File: src/rtl/pic_init_pkg.sv
package pic_init_pkg;

   typedef enum logic [2:0] {
      ST_UNINIT = 3'd0,
      ST_WANT2  = 3'd1,
      ST_WANT3  = 3'd2,
      ST_WANT4  = 3'd3,
      ST_READY  = 3'd4,
      ST_FAULT  = 3'd5
   } seq_state_t;

   typedef enum logic [1:0] {
      WK_START = 2'd0,
      WK_ODD   = 2'd1,
      WK_CMD2  = 2'd2,
      WK_CMD3  = 2'd3
   } wr_kind_t;

   function automatic wr_kind_t classify(input logic a0, input logic [7:0] d);
      if (a0)        return WK_ODD;
      else if (d[4]) return WK_START;
      else if (d[3]) return WK_CMD3;
      else           return WK_CMD2;
   endfunction

endpackage

File: src/rtl/pic_init_fsm.sv
module pic_init_fsm
   import pic_init_pkg::*;
(
   input  logic     clk,
   input  logic     rst_n,
   input  logic     wr_en,
   input  wr_kind_t kind,
   input  logic     mode_ok,
   output logic     ld_w1,
   output logic     ld_w2,
   output logic     ld_w3,
   output logic     ld_w4,
   output logic     ld_mask,
   output logic     ld_cmd2,
   output logic     ld_cmd3,
   output logic     init_done,
   output logic     init_error
);

   seq_state_t state, state_nx;
   logic       err_nx;

   always_comb begin
      ld_w1   = 1'b0;
      ld_w2   = 1'b0;
      ld_w3   = 1'b0;
      ld_w4   = 1'b0;
      ld_mask = 1'b0;
      ld_cmd2 = 1'b0;
      ld_cmd3 = 1'b0;
      state_nx = state;
      err_nx   = init_error;
      if (wr_en) begin
         unique case (kind)
            WK_START: begin
               ld_w1    = 1'b1;
               state_nx = ST_WANT2;
               err_nx   = 1'b0;
            end
            WK_ODD: begin
               case (state)
                  ST_UNINIT: begin state_nx = ST_FAULT; err_nx = 1'b1; end
                  ST_WANT2:  begin ld_w2 = 1'b1; state_nx = ST_WANT3; end
                  ST_WANT3:  begin ld_w3 = 1'b1; state_nx = ST_WANT4; end
                  ST_WANT4: begin
                     ld_w4 = 1'b1;
                     if (mode_ok) state_nx = ST_READY;
                     else begin state_nx = ST_FAULT; err_nx = 1'b1; end
                  end
                  ST_READY:  ld_mask = 1'b1;
                  default:   ;
               endcase
            end
            WK_CMD2, WK_CMD3: begin
               case (state)
                  ST_UNINIT, ST_WANT2, ST_WANT3, ST_WANT4: begin
                     state_nx = ST_FAULT;
                     err_nx   = 1'b1;
                  end
                  ST_READY: begin
                     ld_cmd2 = (kind == WK_CMD2);
                     ld_cmd3 = (kind == WK_CMD3);
                  end
                  default: ;
               endcase
            end
            default: ;
         endcase
      end
   end

   always_ff @(posedge clk) begin
      if (!rst_n) begin
         state      <= ST_UNINIT;
         init_error <= 1'b0;
      end else begin
         state      <= state_nx;
         init_error <= err_nx;
      end
   end

   assign init_done = (state == ST_READY);

   // completion and error never shown together
   p_flags_exclusive_r6: assert property (@(posedge clk) disable iff (!rst_n)
      !(init_done && init_error));

   // an error only appears after a write
   p_error_needs_write_r7: assert property (@(posedge clk) disable iff (!rst_n)
      $rose(init_error) |-> $past(wr_en));

   // completion only follows an accepted word four
   p_done_after_word4_r5: assert property (@(posedge clk) disable iff (!rst_n)
      $rose(init_done) |-> $past(ld_w4));

   // a first word always clears the error on the next cycle
   p_start_clears_error_r2: assert property (@(posedge clk) disable iff (!rst_n)
      ld_w1 |=> !init_error && !init_done);

endmodule

File: src/rtl/pic_init_regs.sv
module pic_init_regs #(
   parameter int DATA_W        = 8,
   parameter int ID_W          = 3,
   parameter int LOW_PRIO_INIT = 7,
   localparam int VEC_W        = DATA_W - 3
) (
   input  logic              clk,
   input  logic              rst_n,
   input  logic [DATA_W-1:0] wr_data,
   input  logic              role_master,
   input  logic              ld_w1,
   input  logic              ld_w2,
   input  logic              ld_w3,
   input  logic              ld_w4,
   input  logic              ld_mask,
   input  logic              ld_cmd2,
   input  logic              ld_cmd3,
   output logic [VEC_W-1:0]  vec_base,
   output logic [DATA_W-1:0] cascade_map,
   output logic [ID_W-1:0]   slave_id,
   output logic [DATA_W-1:0] mode_word,
   output logic [DATA_W-1:0] int_mask,
   output logic              spec_mask,
   output logic              stat_sel_service,
   output logic [ID_W-1:0]   low_prio
);

   localparam logic [ID_W-1:0] LP_INIT = ID_W'(LOW_PRIO_INIT);

   always_ff @(posedge clk) begin
      if (!rst_n) begin
         vec_base         <= '0;
         cascade_map      <= '0;
         slave_id         <= '0;
         mode_word        <= '0;
         int_mask         <= '0;
         spec_mask        <= 1'b0;
         stat_sel_service <= 1'b0;
         low_prio         <= LP_INIT;
      end else begin
         if (ld_w1) begin
            int_mask         <= '0;
            spec_mask        <= 1'b0;
            stat_sel_service <= 1'b0;
            low_prio         <= LP_INIT;
         end
         if (ld_w2) vec_base <= wr_data[DATA_W-1:3];
         if (ld_w3) begin
            if (role_master) cascade_map <= wr_data;
            else             slave_id    <= wr_data[ID_W-1:0];
         end
         if (ld_w4)   mode_word <= wr_data;
         if (ld_mask) int_mask  <= wr_data;
         if (ld_cmd3) begin
            if (wr_data[6:5] == 2'b11)      spec_mask <= 1'b1;
            else if (wr_data[6:5] == 2'b10) spec_mask <= 1'b0;
            if (wr_data[1:0] == 2'b11)      stat_sel_service <= 1'b1;
            else if (wr_data[1:0] == 2'b10) stat_sel_service <= 1'b0;
         end
         if (ld_cmd2 && wr_data[7:5] == 3'b110) low_prio <= wr_data[ID_W-1:0];
      end
   end

   // defaults restored by a first word
   p_start_defaults_r2: assert property (@(posedge clk) disable iff (!rst_n)
      ld_w1 |=> (low_prio == LP_INIT) && !spec_mask && !stat_sel_service && (int_mask == '0));

   // mask only moves on a mask load or a restart
   p_mask_hold_r9: assert property (@(posedge clk) disable iff (!rst_n)
      !(ld_mask || ld_w1) |=> $stable(int_mask));

   // vector base only moves on word two
   p_vec_hold_r3: assert property (@(posedge clk) disable iff (!rst_n)
      !ld_w2 |=> $stable(vec_base));

   // the register of the other role is untouched by word three
   p_role_split_r4: assert property (@(posedge clk) disable iff (!rst_n)
      (ld_w3 && role_master) |=> $stable(slave_id));

   // priority level only moves on restart or priority command
   p_prio_hold_r11: assert property (@(posedge clk) disable iff (!rst_n)
      !(ld_cmd2 || ld_w1) |=> $stable(low_prio));

endmodule

File: src/rtl/pic_init_seq.sv
module pic_init_seq
   import pic_init_pkg::*;
#(
   parameter int DATA_W         = 8,
   parameter int ID_W           = 3,
   parameter int LOW_PRIO_INIT  = 7,
   parameter bit FIXED_ROLE     = 1'b0,
   parameter bit FIXED_IS_MASTER = 1'b1
) (
   input  logic              clk,
   input  logic              rst_n,
   input  logic              wr_en,
   input  logic              a0_sel,
   input  logic [7:0]        wr_data,
   input  logic              role_master,
   output logic [4:0]        vec_base,
   output logic [7:0]        cascade_map,
   output logic [2:0]        slave_id,
   output logic [7:0]        mode_word,
   output logic [7:0]        int_mask,
   output logic              spec_mask,
   output logic              stat_sel_service,
   output logic [2:0]        low_prio,
   output logic              init_done,
   output logic              init_error
);

   generate
      if (DATA_W != 8) begin : g_bad_width
         $error("pic_init_seq: DATA_W must be 8");
      end
      if (ID_W != 3) begin : g_bad_id
         $error("pic_init_seq: ID_W must be 3");
      end
      if (LOW_PRIO_INIT < 0 || LOW_PRIO_INIT >= (1 << ID_W)) begin : g_bad_prio
         $error("pic_init_seq: LOW_PRIO_INIT out of range");
      end
   endgenerate

   logic role_eff;
   generate
      if (FIXED_ROLE) begin : g_role_fixed
         assign role_eff = FIXED_IS_MASTER;
      end else begin : g_role_pin
         assign role_eff = role_master;
      end
   endgenerate

   wr_kind_t kind;
   logic ld_w1, ld_w2, ld_w3, ld_w4, ld_mask, ld_cmd2, ld_cmd3;

   assign kind = classify(a0_sel, wr_data);

   pic_init_fsm u_fsm (
      .clk        (clk),
      .rst_n      (rst_n),
      .wr_en      (wr_en),
      .kind       (kind),
      .mode_ok    (wr_data[0]),
      .ld_w1      (ld_w1),
      .ld_w2      (ld_w2),
      .ld_w3      (ld_w3),
      .ld_w4      (ld_w4),
      .ld_mask    (ld_mask),
      .ld_cmd2    (ld_cmd2),
      .ld_cmd3    (ld_cmd3),
      .init_done  (init_done),
      .init_error (init_error)
   );

   pic_init_regs #(
      .DATA_W        (DATA_W),
      .ID_W          (ID_W),
      .LOW_PRIO_INIT (LOW_PRIO_INIT)
   ) u_regs (
      .clk              (clk),
      .rst_n            (rst_n),
      .wr_data          (wr_data),
      .role_master      (role_eff),
      .ld_w1            (ld_w1),
      .ld_w2            (ld_w2),
      .ld_w3            (ld_w3),
      .ld_w4            (ld_w4),
      .ld_mask          (ld_mask),
      .ld_cmd2          (ld_cmd2),
      .ld_cmd3          (ld_cmd3),
      .vec_base         (vec_base),
      .cascade_map      (cascade_map),
      .slave_id         (slave_id),
      .mode_word        (mode_word),
      .int_mask         (int_mask),
      .spec_mask        (spec_mask),
      .stat_sel_service (stat_sel_service),
      .low_prio         (low_prio)
   );

   // a mask load never happens while uninitialized
   p_mask_only_when_done_r8: assert property (@(posedge clk) disable iff (!rst_n)
      (wr_en && a0_sel && !init_done) |=> $stable(int_mask));

endmodule

File: config.mk
export PLATFORM = sky130hd
export DESIGN_NAME = pic_init_seq
export DESIGN_NICKNAME = d
export VERILOG_FILES = /design/src/rtl/pic_init_pkg.sv /design/src/rtl/pic_init_fsm.sv /design/src/rtl/pic_init_regs.sv /design/src/rtl/pic_init_seq.sv
export SDC_FILE = /design/constraint.sdc
export NUM_CORES = 1
export LEC_CHECK = 0
export ABC_AREA = 1
export BUFFER_PORTS_ARGS = -buffer_cell sky130_fd_sc_hd__clkbuf_2
export CORE_MARGIN = 1
export CORE_UTILIZATION = 30
export DETAILED_ROUTE_END_ITERATION = 10
export PLACE_DENSITY_LB_ADDON = 0.2
export SYNTH_ARGS = -nofsm -noshare
export SYNTH_HDL_FRONTEND = slang
export SYNTH_SLANG_ARGS = --single-unit
File: constraint.sdc
create_clock -name clk -period 1.7 [get_ports clk]
set_input_delay 0 -clock clk [delete_from_list [all_inputs] [get_ports clk]]
set_output_delay 0 -clock clk [all_outputs]
set_load 0.03 [all_outputs]
Word-level counts from Yosys, hierarchy flattened
Cells that the tools add are included.
{"block": "word_totals", "output_inout_bits": 39, "in_bits": 13, "memories": 0, "ramBits": 0, "mem_bits_ro": 0, "latch_bits": 0, "ff_bits": 41}
{"block": "classes", "mux": 43, "n_bitwise": 1, "order_cmp": 0, "shifts": 0, "n_eq_ne": 16, "add_sub_neg": 0, "div_mod_pow": 0, "n_reduce_logical": 11, "mul": 0}
{"operator": "$mux W1", "n": 32}
{"operator": "$mux W8", "n": 2}
{"operator": "$eq A2 B2 Y1 const B", "n": 6}
{"operator": "$pmux W3 S4", "n": 1}
{"operator": "$mux W3", "n": 3}
{"operator": "$pmux W3 S3", "n": 1}
{"operator": "$eq A3 B2 Y1 const B", "n": 2}
{"operator": "$eq A3 B3 Y1 const B", "n": 2}
{"operator": "$ne A5 B1 Y1 const B", "n": 1}
{"operator": "$mux W2", "n": 2}
{"operator": "$reduce_and A2 Y1", "n": 2}
{"operator": "$reduce_and A4 Y1", "n": 1}
{"operator": "$reduce_bool A2 Y1", "n": 2}
{"operator": "$reduce_or A4 Y1", "n": 1}
{"operator": "$eq A3 B1 Y1 const B", "n": 1}
{"operator": "$logic_not A3 Y1", "n": 1}
{"operator": "$ne A3 B1 Y1 const B", "n": 1}
{"operator": "$ne A3 B3 Y1 const B", "n": 1}
{"operator": "$pmux W1 S3", "n": 1}
{"operator": "$reduce_and A3 Y1", "n": 1}
{"operator": "$eq A2 B1 Y1 const B", "n": 1}
{"operator": "$logic_not A2 Y1", "n": 1}
{"operator": "$ne A2 B1 Y1 const B", "n": 1}
{"operator": "$pmux W1 S2", "n": 1}
{"operator": "3 further kinds", "n": 3}

Longest topological paths before layout
Gate-level depths: netlist of the first run.
{"block": "depth", "ltp_word": 10, "ltp_mapped": 8, "ltp_nobuf": 7}

Hierarchy
A second synthesis of the first run with hierarchy kept.
{"block": "hier_totals", "cells_unflattened": 223, "area_unflattened_um2": 1671.6}
{"mod": "pic_init_regs", "seq_area_each_um2": 740.7, "cells_each": 166, "n_inst": 1, "area_each_um2": 1360.1}
{"mod": "pic_init_fsm", "seq_area_each_um2": 80.1, "cells_each": 52, "n_inst": 1, "area_each_um2": 292.8}
{"mod": "pic_init_seq", "seq_area_each_um2": 0.0, "cells_each": 5, "n_inst": 1, "area_each_um2": 18.8}

Worst setup path before layout of the first run
Ideal clock, no wire load.
{"block": "synth_timing", "kind": "register -> register", "from": "register u_fsm.state[1]", "to": "register u_regs.cascade_map[1]", "setup_slack_ns": 0.493, "stages_incl_launch_ff": 7, "setup_time_ns": 0.119, "required_ns": 1.581, "t_arrival_ns": 1.088, "synth_period_minus_slack_ns": 1.207, "path_buffers": 1, "cell_sequence": "dfxtp_1 -> inv_1 -> nor2_4 -> nand3_2 -> buf_6 -> o21ai_0 -> a21oi_1"}
{"block": "synth_between", "elab_chain_len": 5}
{"item": "start, declared", "line_no": "pic_init_fsm.sv:20", "text": "seq_state_t state, state_nx;"}
{"item": "start signal, assigned", "line_no": "pic_init_fsm.sv:77", "text": "state <= state_nx;"}
{"item": "$eq A3 B2 Y1", "line_no": "pic_init_fsm.sv:41", "text": "case (state)"}
{"item": "$mux W1", "line_no": "pic_init_fsm.sv:41"}
{"item": "$mux W1", "line_no": "pic_init_fsm.sv:34", "text": "unique case (kind)"}
{"item": "$mux W1", "line_no": "pic_init_fsm.sv:33", "text": "if (wr_en) begin"}
{"item": "$reduce_and A2 Y1 (no line)"}
{"item": "end signal, assigned", "line_no": "pic_init_regs.sv:49", "text": "if (role_master) cascade_map <= wr_data;"}
{"item": "end, declared", "line_no": "pic_init_regs.sv:19", "text": "output logic [DATA_W-1:0] cascade_map,"}
No other way between the ends.
A chain may end at the register's enable or synchronous reset.

Final worst setup path of the first run
Ends and elaborated chain as after synthesis.

==> impl_metrics.toml, run 1 <==
[sta]
tns_ns = 0
final_min_period_over_clock_period = 0.801
slew_violations = 0
timing.hold.ws_ns = 0.0437
worst_pin_slew_ns = 0.327
finalSetupViolations = 0
hold_viol = 0
finClkSkew_ns = 0.00308
max_freq_mhz = 734
relSlewSlack = 0.782
finalWorstSetupSlack_ns = 0.338
rsz0062_at_grt = "false"
min_period_ns = 1.36

[grt]
gr-usage-all-layers = 0.164
overflow = 0
antenna_found_initial = 0
grt_pass1_wl_um = 7580
grt_pass1_vias = 1543
grt_max_degree = 23

[place]
dp_hpwl_um = 3340
place_ws_ns = 0.328
gp_congestion = 0.865
placed_area_um2 = 2100
dp_cells = 359
numPortBuffers = 51

[critical_path]
startpoint_type = "register"
end_kind = "register"
cp.required_ns = 1.88
critPathKind = "reg2reg"
reg2reg_from = "u_fsm.state[1]"
cp_data_arrival_time_ns = 1.54
startpoint = "u_fsm.state[1]"
crit_path_max_fanout = 16

[min_path]
hold_start = "wr_data[5]"
hp-class = "in2reg"

[layout]
layout.cells.non_filler = 367
drive_gt1_frac = 0.251
synthToLayoutAreaGrowth_pct = 25.4
diodes = 0
nets = 307
final_area_um2 = 2200
final_util = 0.395

[clock_tree]
cts_root_buf = "clkbuf_8"
insertion_delay_ns = 0.29
cts_htree_levels = 2
hold_buffers = 0
clock_path_buffers = 2
postCtsSetupRepairBufs = 0
cts_made_buffers = 5
ctsResizeCount = 0
cts.reportedPaths.clkPinSlew_ns = 0.08
cts.sinks = 41
tritoncts = "done"

[floorplan]
core-area_um2 = 5570
start_util = 0.315
std_cell_rows = 27
die_area_um2 = 6160
die_y_um = 78.5
dieWidth_um = 78.5
io_pins = 52

[job]
drv_cap = 0

[logic_synthesis]
synth.cell_area_um2 = 1760
synth_seq_cells = 41
yosys.area.top_type_share = 0.468
synth_top_area_cell = "dfxtp_1"
synth_warnings = 0
ys_types = 23
synth_cells = 237
syn_nets = 250
ys_seq_area_frac = 0.468
synth_area_leaders = "dfxtp_1 (47%), nand2_1 (11%), a21oi_1 (9.1%)"
syn_avg_cell_area_um2 = 7.41

[drt]
vias_per_cell = 4.60
postRouteAntennaNets = 0
routed_wl_um = 4830
drc_errors = 0
drtPass1Iterations = 4
drtIter0Drc = 65
wire_per_inst_um = 13.2
via_count = 1689

[pwr]
pwr_density_cell_nw_per_um2 = 881
ir_drop_mv = 0.427
p_leak_nw = 1.02
p_total_mw = 1.94

[run_status]
status = "finished clean"
final timing paths:
| check | end | slack [ns] | cells past startpoint |
|---|---|---|---|
| worst max register to register | u_regs.cascade_map[1] | 0.34 | 5 |
| worst max-delay path | u_regs.cascade_map[1] | 0.34 | 5 |
| worst min-delay path | u_regs.int_mask[5] | 0.04 | 3 |
| worst min register to register | u_regs.cascade_map[1] | 0.44 | 2 |
flip-flops by register name (all words and copies together) (netlist names):
name                     cells
u_regs.cascade_map           8
u_regs.int_mask              8
u_regs.mode_word             8
u_regs.vec_base              5
u_fsm.state                  3
u_regs.low_prio              3
u_regs.slave_id              3
u_fsm.init_error             1
u_regs.spec_mask             1
u_regs.stat_sel_service      1
Yosys cell counts (all sizes together):
library cell and count:
a21oi 32, and2 2, and3 1, buf 4, clkbuf 3, clkinv 2, dfxtp 41, inv 26
nand2 51, nand3 28, nand3b 3, nand4 2, nor2 24, nor3 1, o21ai 17
cells by family after synthesis:
| kind of cell | count (synthesis) | synth area share |
|---|---|---|
| buf+inv | 35 | 0.0862 |
| compound gates | 49 | 0.140 |
| simple gates | 112 | 0.306 |
| flops | 41 | 0.468 |
cell type report:
class / count / area (um2)
clock buffer: 7 / 96.3
sequential: 41 / 821
inverter: 28 / 105
multi-input combinational: 161 / 783
tap: 72 / 90.1
timing repair buffer: 57 / 300
clock inverter: 1 / 5.00
fill: 615 / 3370
placed cells by master (no fill, tap or decap):
| cell | instances |
|---|---|
| clkbuf_2 | 51 |
| nand2_1 | 50 |
| dfxtp_1 | 41 |
| a21oi_1 | 32 |
| nand3_1 | 27 |
| inv_1 | 26 |
| nor2_1 | 20 |
| o21ai_0 | 17 |
| clkbuf_8 | 7 |
| buf_4 | 6 |
| nor2_2 | 2 |
| clkinv_1 | 2 |
| nand3b_1 | 2 |
| nor2_4 | 2 |
| and2_1 | 2 |
| nand4_2 | 1 |
| nand2_2 | 1 |
| nand3_2 | 1 |
| nor3_4 | 1 |
| nand4_1 | 1 |
| and3_1 | 1 |
| nand3b_4 | 1 |
| clkinv_2 | 1 |
layer usage:
metal | vias up | global-route usage | share of wire
li1 | 883 | - | -
met5 | - | 0 | 0
met1 | 730 | 0.220 | 0.47
met3 | 4 | 0.0558 | 0.081
met2 | 72 | 0.245 | 0.43
met4 | 0 | 0.0537 | 0.012
power by group:
| part | internal, mW | switching [mW] | leakage [nW] | total (mW) |
|---|---|---|---|---|
| combinational | 0.0661 | 0.165 | 0.633 | 0.231 |
| sequential | 0.982 | 0.0218 | 0.332 | 1.00 |
| clock | 0.367 | 0.338 | 0.0542 | 0.706 |
| total | 1.42 | 0.525 | 1.02 | 1.94 |
critical path, cell delays in order, from the launching register on:
cell,delay [ns]
dfxtp_1,0.46
inv_1,0.13
nor2_4,0.13
nand3_2,0.24
o21ai_0,0.24
a21oi_1,0.05
(Power assumes the default switching activity.)
==> run 2: changes to the inputs <==
==> constraint.sdc (replaced) <==
create_clock -name clk -period 1.1 [get_ports clk]
set_input_delay 0 -clock clk [delete_from_list [all_inputs] [get_ports clk]]
set_output_delay 0 -clock clk [all_outputs]
set_load 0.03 [all_outputs]
==> impl_metrics.toml, run 2 (synthesized netlist as in run 1, its figures left out) <==
[layout]
diodes = 0
layout_common_cells = "clkbuf_2 (50), nand2_1 (43), dfxtp_1 (38)"
nFillCells = 581
drive_gt1_frac = 0.381
reg.largest.list = "u_regs.cascade_map x8, u_regs.int_mask x8, u_regs.mode_word x8"
layout.cells.non_filler = 387
synthToLayoutAreaGrowth_pct = 42.7
nets = 327
final_util = 0.449
final_area_um2 = 2500
final_common_cell = "clkbuf_2"

[critical_path]
startpoint_type = "register"
critPathKind = "reg2reg"
cp_data_arrival_time_ns = 1.36
cp.required_ns = 1.29
worstReg2RegEnd = "u_regs.cascade_map[6]"
rrSetupSlack_ns = -0.07
crit_path_max_fanout = 6
ff2ff_path_depth = 5
reg2reg_from = "u_fsm.state[0]"
end_kind = "register"

[sta]
relSlewSlack = 0.769
min_period_ns = 1.17
rsz0062_at_grt = "true"
finClkSkew_ns = 0.00734
timing.hold.ws_ns = 0.0421
final_min_period_over_clock_period = 1.06
finalWorstSetupSlack_ns = -0.0686
worst_pin_slew_ns = 0.346
finalSetupViolations = 15
hold_viol = 0
slew_violations = 0
max_freq_mhz = 856

[place]
numPortBuffers = 51
gp_congestion = 0.929
dp_cells = 371
placed_area_um2 = 2200
dp_hpwl_um = 3560

[drt]
drc_errors = 0
routed_wl_um = 5140
vias_per_cell = 4.70
drtPass1Iterations = 4
postRouteAntennaNets = 0
via_count = 1817
wire_per_inst_um = 13.3
drtIter0Drc = 130

[grt]
overflow = 0
antenna_found_initial = 0
grt_max_degree = 23
gr-usage-all-layers = 0.176
grt_pass1_wl_um = 8050
grt_pass1_vias = 1670

[pwr]
p_total_mw = 3.01
ir_drop_mv = 0.620
pwr_density_cell_nw_per_um2 = 1200
p_leak_nw = 1.14

[clock_tree]
cts.reportedPaths.clkPinSlew_ns = 0.08
cts.sinks = 41
insertion_delay_ns = 0.30
cts_htree_levels = 2
cts_root_buf = "clkbuf_8"
tritoncts = "done"
clock_path_buffers = 2
cts_made_buffers = 5

[floorplan]
start_util = 0.315
std_cell_rows = 27
die_area_um2 = 6160
dieWidth_um = 78.5
io_pins = 52
core-area_um2 = 5570
die_y_um = 78.5

[run_status]
violations = "negative setup slack"
status = "finished with violations"

[min_path]
min_path_cells = 3
hp-class = "in2reg"
holdPathEnd = "u_regs.vec_base[2]"
hold_start = "wr_data[5]"

[job]
drv_cap = 0
[run 2: cell count changes in the layout (fill, tap and decap cells not counted), moves of 4 or more]
cell	delta
o21ai_0	-8
nand3_1	-4
a21oi_1	-4
nand2_2	+6
a21oi_2	+4
buf_6	+8
nand2_1	-7
o21ai_1	+6
buf_4	+9
nand3_2	+4
[run 2: where the power goes]
group / switching [mW] / internal, mW / total (mW)
Combinational: 0.309 / 0.179 / 0.488
Sequential: 0.0355 / 1.52 / 1.55
Clock: 0.524 / 0.440 / 0.964
Total: 0.868 / 2.14 / 3.01
[run 2: metrics by stage]
step	setup slack, ns	setup TNS, ns
after CTS	-0.0608	-1.13
after detailed placement	-0.113	-0.717
after global placement	-0.0502	-0.380
final	-0.0686	-0.589
after floorplan	-0.00609	-0.0122
after global routing	-0.154	-2.33
[run 2: worst max path at each step]
stage,start,to,slack [ns],depth (start not counted)
after floorplan,u_fsm.state[2],u_regs.vec_base[3],-0.006,6
after global placement,u_fsm.state[2],u_regs.vec_base[4],-0.05,6
after detailed placement,u_fsm.state[2],u_regs.vec_base[3],-0.11,6
after CTS,u_fsm.state[0],u_regs.cascade_map[4],-0.06,5
after global routing,u_fsm.state[0],u_regs.cascade_map[6],-0.15,5
final,u_fsm.state[0],u_regs.cascade_map[6],-0.07,5
[run 2: timing repair]
action | in CTS | in global routing
pin swaps | 3 | 11
cloned | 1 | 0
endpoints found under the setup margin | 30 | 42
resized for setup | 19 | 31
buffers inserted | 6 | 1
hold buffers | 0 | 0
[run 2: critical path, stage by stage, from the launching register on]
cell	delay [ns]
dfxtp_4	0.38
buf_6	0.12
nor2_4	0.16
nand3_2	0.17
o21ai_0	0.18
a21oi_1	0.05
[run 2: per-layer routing]
metal	routed length (um)	global-route usage	vias to the layer above
met2	2170	0.270	57
met5	0	0	-
met4	66	0.0667	0
met1	2530	0.235	828
met3	373	0.0442	8
li1	-	-	924
[run 2: final cells by class]
| cell class | instances | area [um2] | share of cell area |
|---|---|---|---|
| Timing Repair Buffer | 76 | 493 | 0.197 |
| Sequential cell | 41 | 832 | 0.332 |
| Clock inverter | 2 | 10.0 | 0.00400 |
| Clock buffer | 6 | 72.6 | 0.0290 |
| Inverter | 28 | 110 | 0.0440 |
| Multi-Input combinational cell | 162 | 897 | 0.358 |
| Tap cell | 72 | 90.1 | 0.0360 |
==> run 3: changes to the inputs <==
==> constraint.sdc (replaced) <==
create_clock -name clk -period 1 [get_ports clk]
set_input_delay 0 -clock clk [delete_from_list [all_inputs] [get_ports clk]]
set_output_delay 0 -clock clk [all_outputs]
set_load 0.03 [all_outputs]
==> impl_metrics.toml, run 3 (synthesized netlist as in run 1, its figures left out) <==
[place]
gp_congestion = 0.806
dp_cells = 379
numPortBuffers = 51
dp_hpwl_um = 3520

[critical_path]
crit_path_max_fanout = 6
startpoint_type = "register"
worst-path-buf-inv = 1
slowest_delay_ns = 0.40
end_kind = "register"
cp.required_ns = 1.19
critPathKind = "reg2reg"
worst_path_max_delay_cell = "dfxtp_4"
cpLargestDelayFamily = "flip-flops"
critical_path.cell_chain = "inv_2 > nor2_4 > nand3_2 > o21ai_0 > a21oi_1"
cp_data_arrival_time_ns = 1.38

[sta]
tns_ns = -4.49
finalSetupViolations = 40
finalWorstSetupSlack_ns = -0.189
max_freq_mhz = 841
min_period_ns = 1.19
worst_pin_slew_ns = 0.717
relSlewSlack = 0.519
timing.hold.ws_ns = 0.0553
slew_violations = 0
finClkSkew_ns = 0.00721
final_min_period_over_clock_period = 1.19
hold_viol = 0
rsz0062_at_grt = "true"

[grt]
gr-usage-all-layers = 0.175
overflow = 0
antenna_found_initial = 0
grt_pass1_vias = 1689
grt_pass1_wl_um = 8190
grt_max_degree = 23

[drt]
wire_per_inst_um = 13.2
via_count = 1840
postRouteAntennaNets = 0
drc_errors = 0
vias_per_cell = 4.69
drtIter0Drc = 66
routed_wl_um = 5160
drtPass1Iterations = 4

[clock_tree]
cts.reportedPaths.clkPinSlew_ns = 0.08
hold_buffers = 0
tritoncts = "done"
cts.sinks = 41
cts_root_buf = "clkbuf_8"
cts_made_buffers = 5
insertion_delay_ns = 0.29
cts_htree_levels = 2
clock_path_buffers = 2

[job]
drv_cap = 0

[floorplan]
die_y_um = 78.5
std_cell_rows = 27
dieWidth_um = 78.5
die_area_um2 = 6160
io_pins = 52
core-area_um2 = 5570
start_util = 0.315

[run_status]
status = "finished with violations"
violations = "negative setup slack"

[min_path]
hp-class = "in2reg"

[pwr]
p_leak_nw = 1.19
pwr_density_cell_nw_per_um2 = 1350
ir_drop_mv = 0.802

[layout]
diodes = 0
layout.cells.non_filler = 392
layout_common_cells = "clkbuf_2 (50), dfxtp_1 (38), nand2_1 (35)"
synthToLayoutAreaGrowth_pct = 56.2
final_common_cell = "clkbuf_2"
reg.largest.list = "u_regs.cascade_map x8, u_regs.int_mask x8, u_regs.mode_word x8"
drive_gt1_frac = 0.459
nets = 332
-- run 3: worst paths after layout --
check | start | to | slack (ns) | depth (start not counted)
worst max-delay path | u_fsm.state[1] | u_regs.cascade_map[3] | -0.19 | 5
worst min-delay path | wr_data[1] | u_regs.int_mask[1] | 0.06 | 3
worst max register to register | u_fsm.state[1] | u_regs.cascade_map[3] | -0.19 | 5
worst min register to register | u_regs.cascade_map[5] | u_regs.cascade_map[5] | 0.45 | 2
-- run 3: layout make-up --
type	count	area [um2]
Clock buffer	7	86.3
Multi-Input combinational cell	162	1050
Clock inverter	1	30.0
Fill cell	587	2830
Inverter	28	120
Tap cell	72	90.1
Sequential cell	41	832
Timing Repair Buffer	81	533
-- run 3: metrics by stage --
stage / total power [mW] / util / setup slack [ns] / area (um2)
after global placement: 2.21 / 0.409 / -0.233 / 2280
after global routing: 3.84 / 0.492 / -0.236 / 2740
after CTS: 3.68 / 0.469 / -0.140 / 2610
after detailed placement: 2.21 / 0.409 / -0.213 / 2280
after floorplan: 2.01 / - / -0.0651 / 1790
final: 3.69 / 0.492 / -0.189 / 2740
-- run 3: per-layer routing --
layer	part of all wire	global-route usage	up-vias
li1	-	-	936
met1	0.47	0.230	844
met2	0.45	0.273	55
met3	0.070	0.0512	5
met4	0.0085	0.0556	0
met5	0	0	-
-- run 3: repair_timing --
action,CTS,global route
resized for setup,47,30
endpoints found under the setup margin,42,42
pin swaps,7,8
setup buffers,4,0
cloned,0,1
-- run 3: tightest hold or removal path: cells and delay by family --
kind	cells	cell delay, ns
buf+inv	1	0.14
compound gates	1	0.05
simple gates	1	0.11
-- run 3: where the power goes --
group	switching, mW	internal (mW)
combinational	0.366	0.229
clock	0.569	0.814
sequential	0.0448	1.67
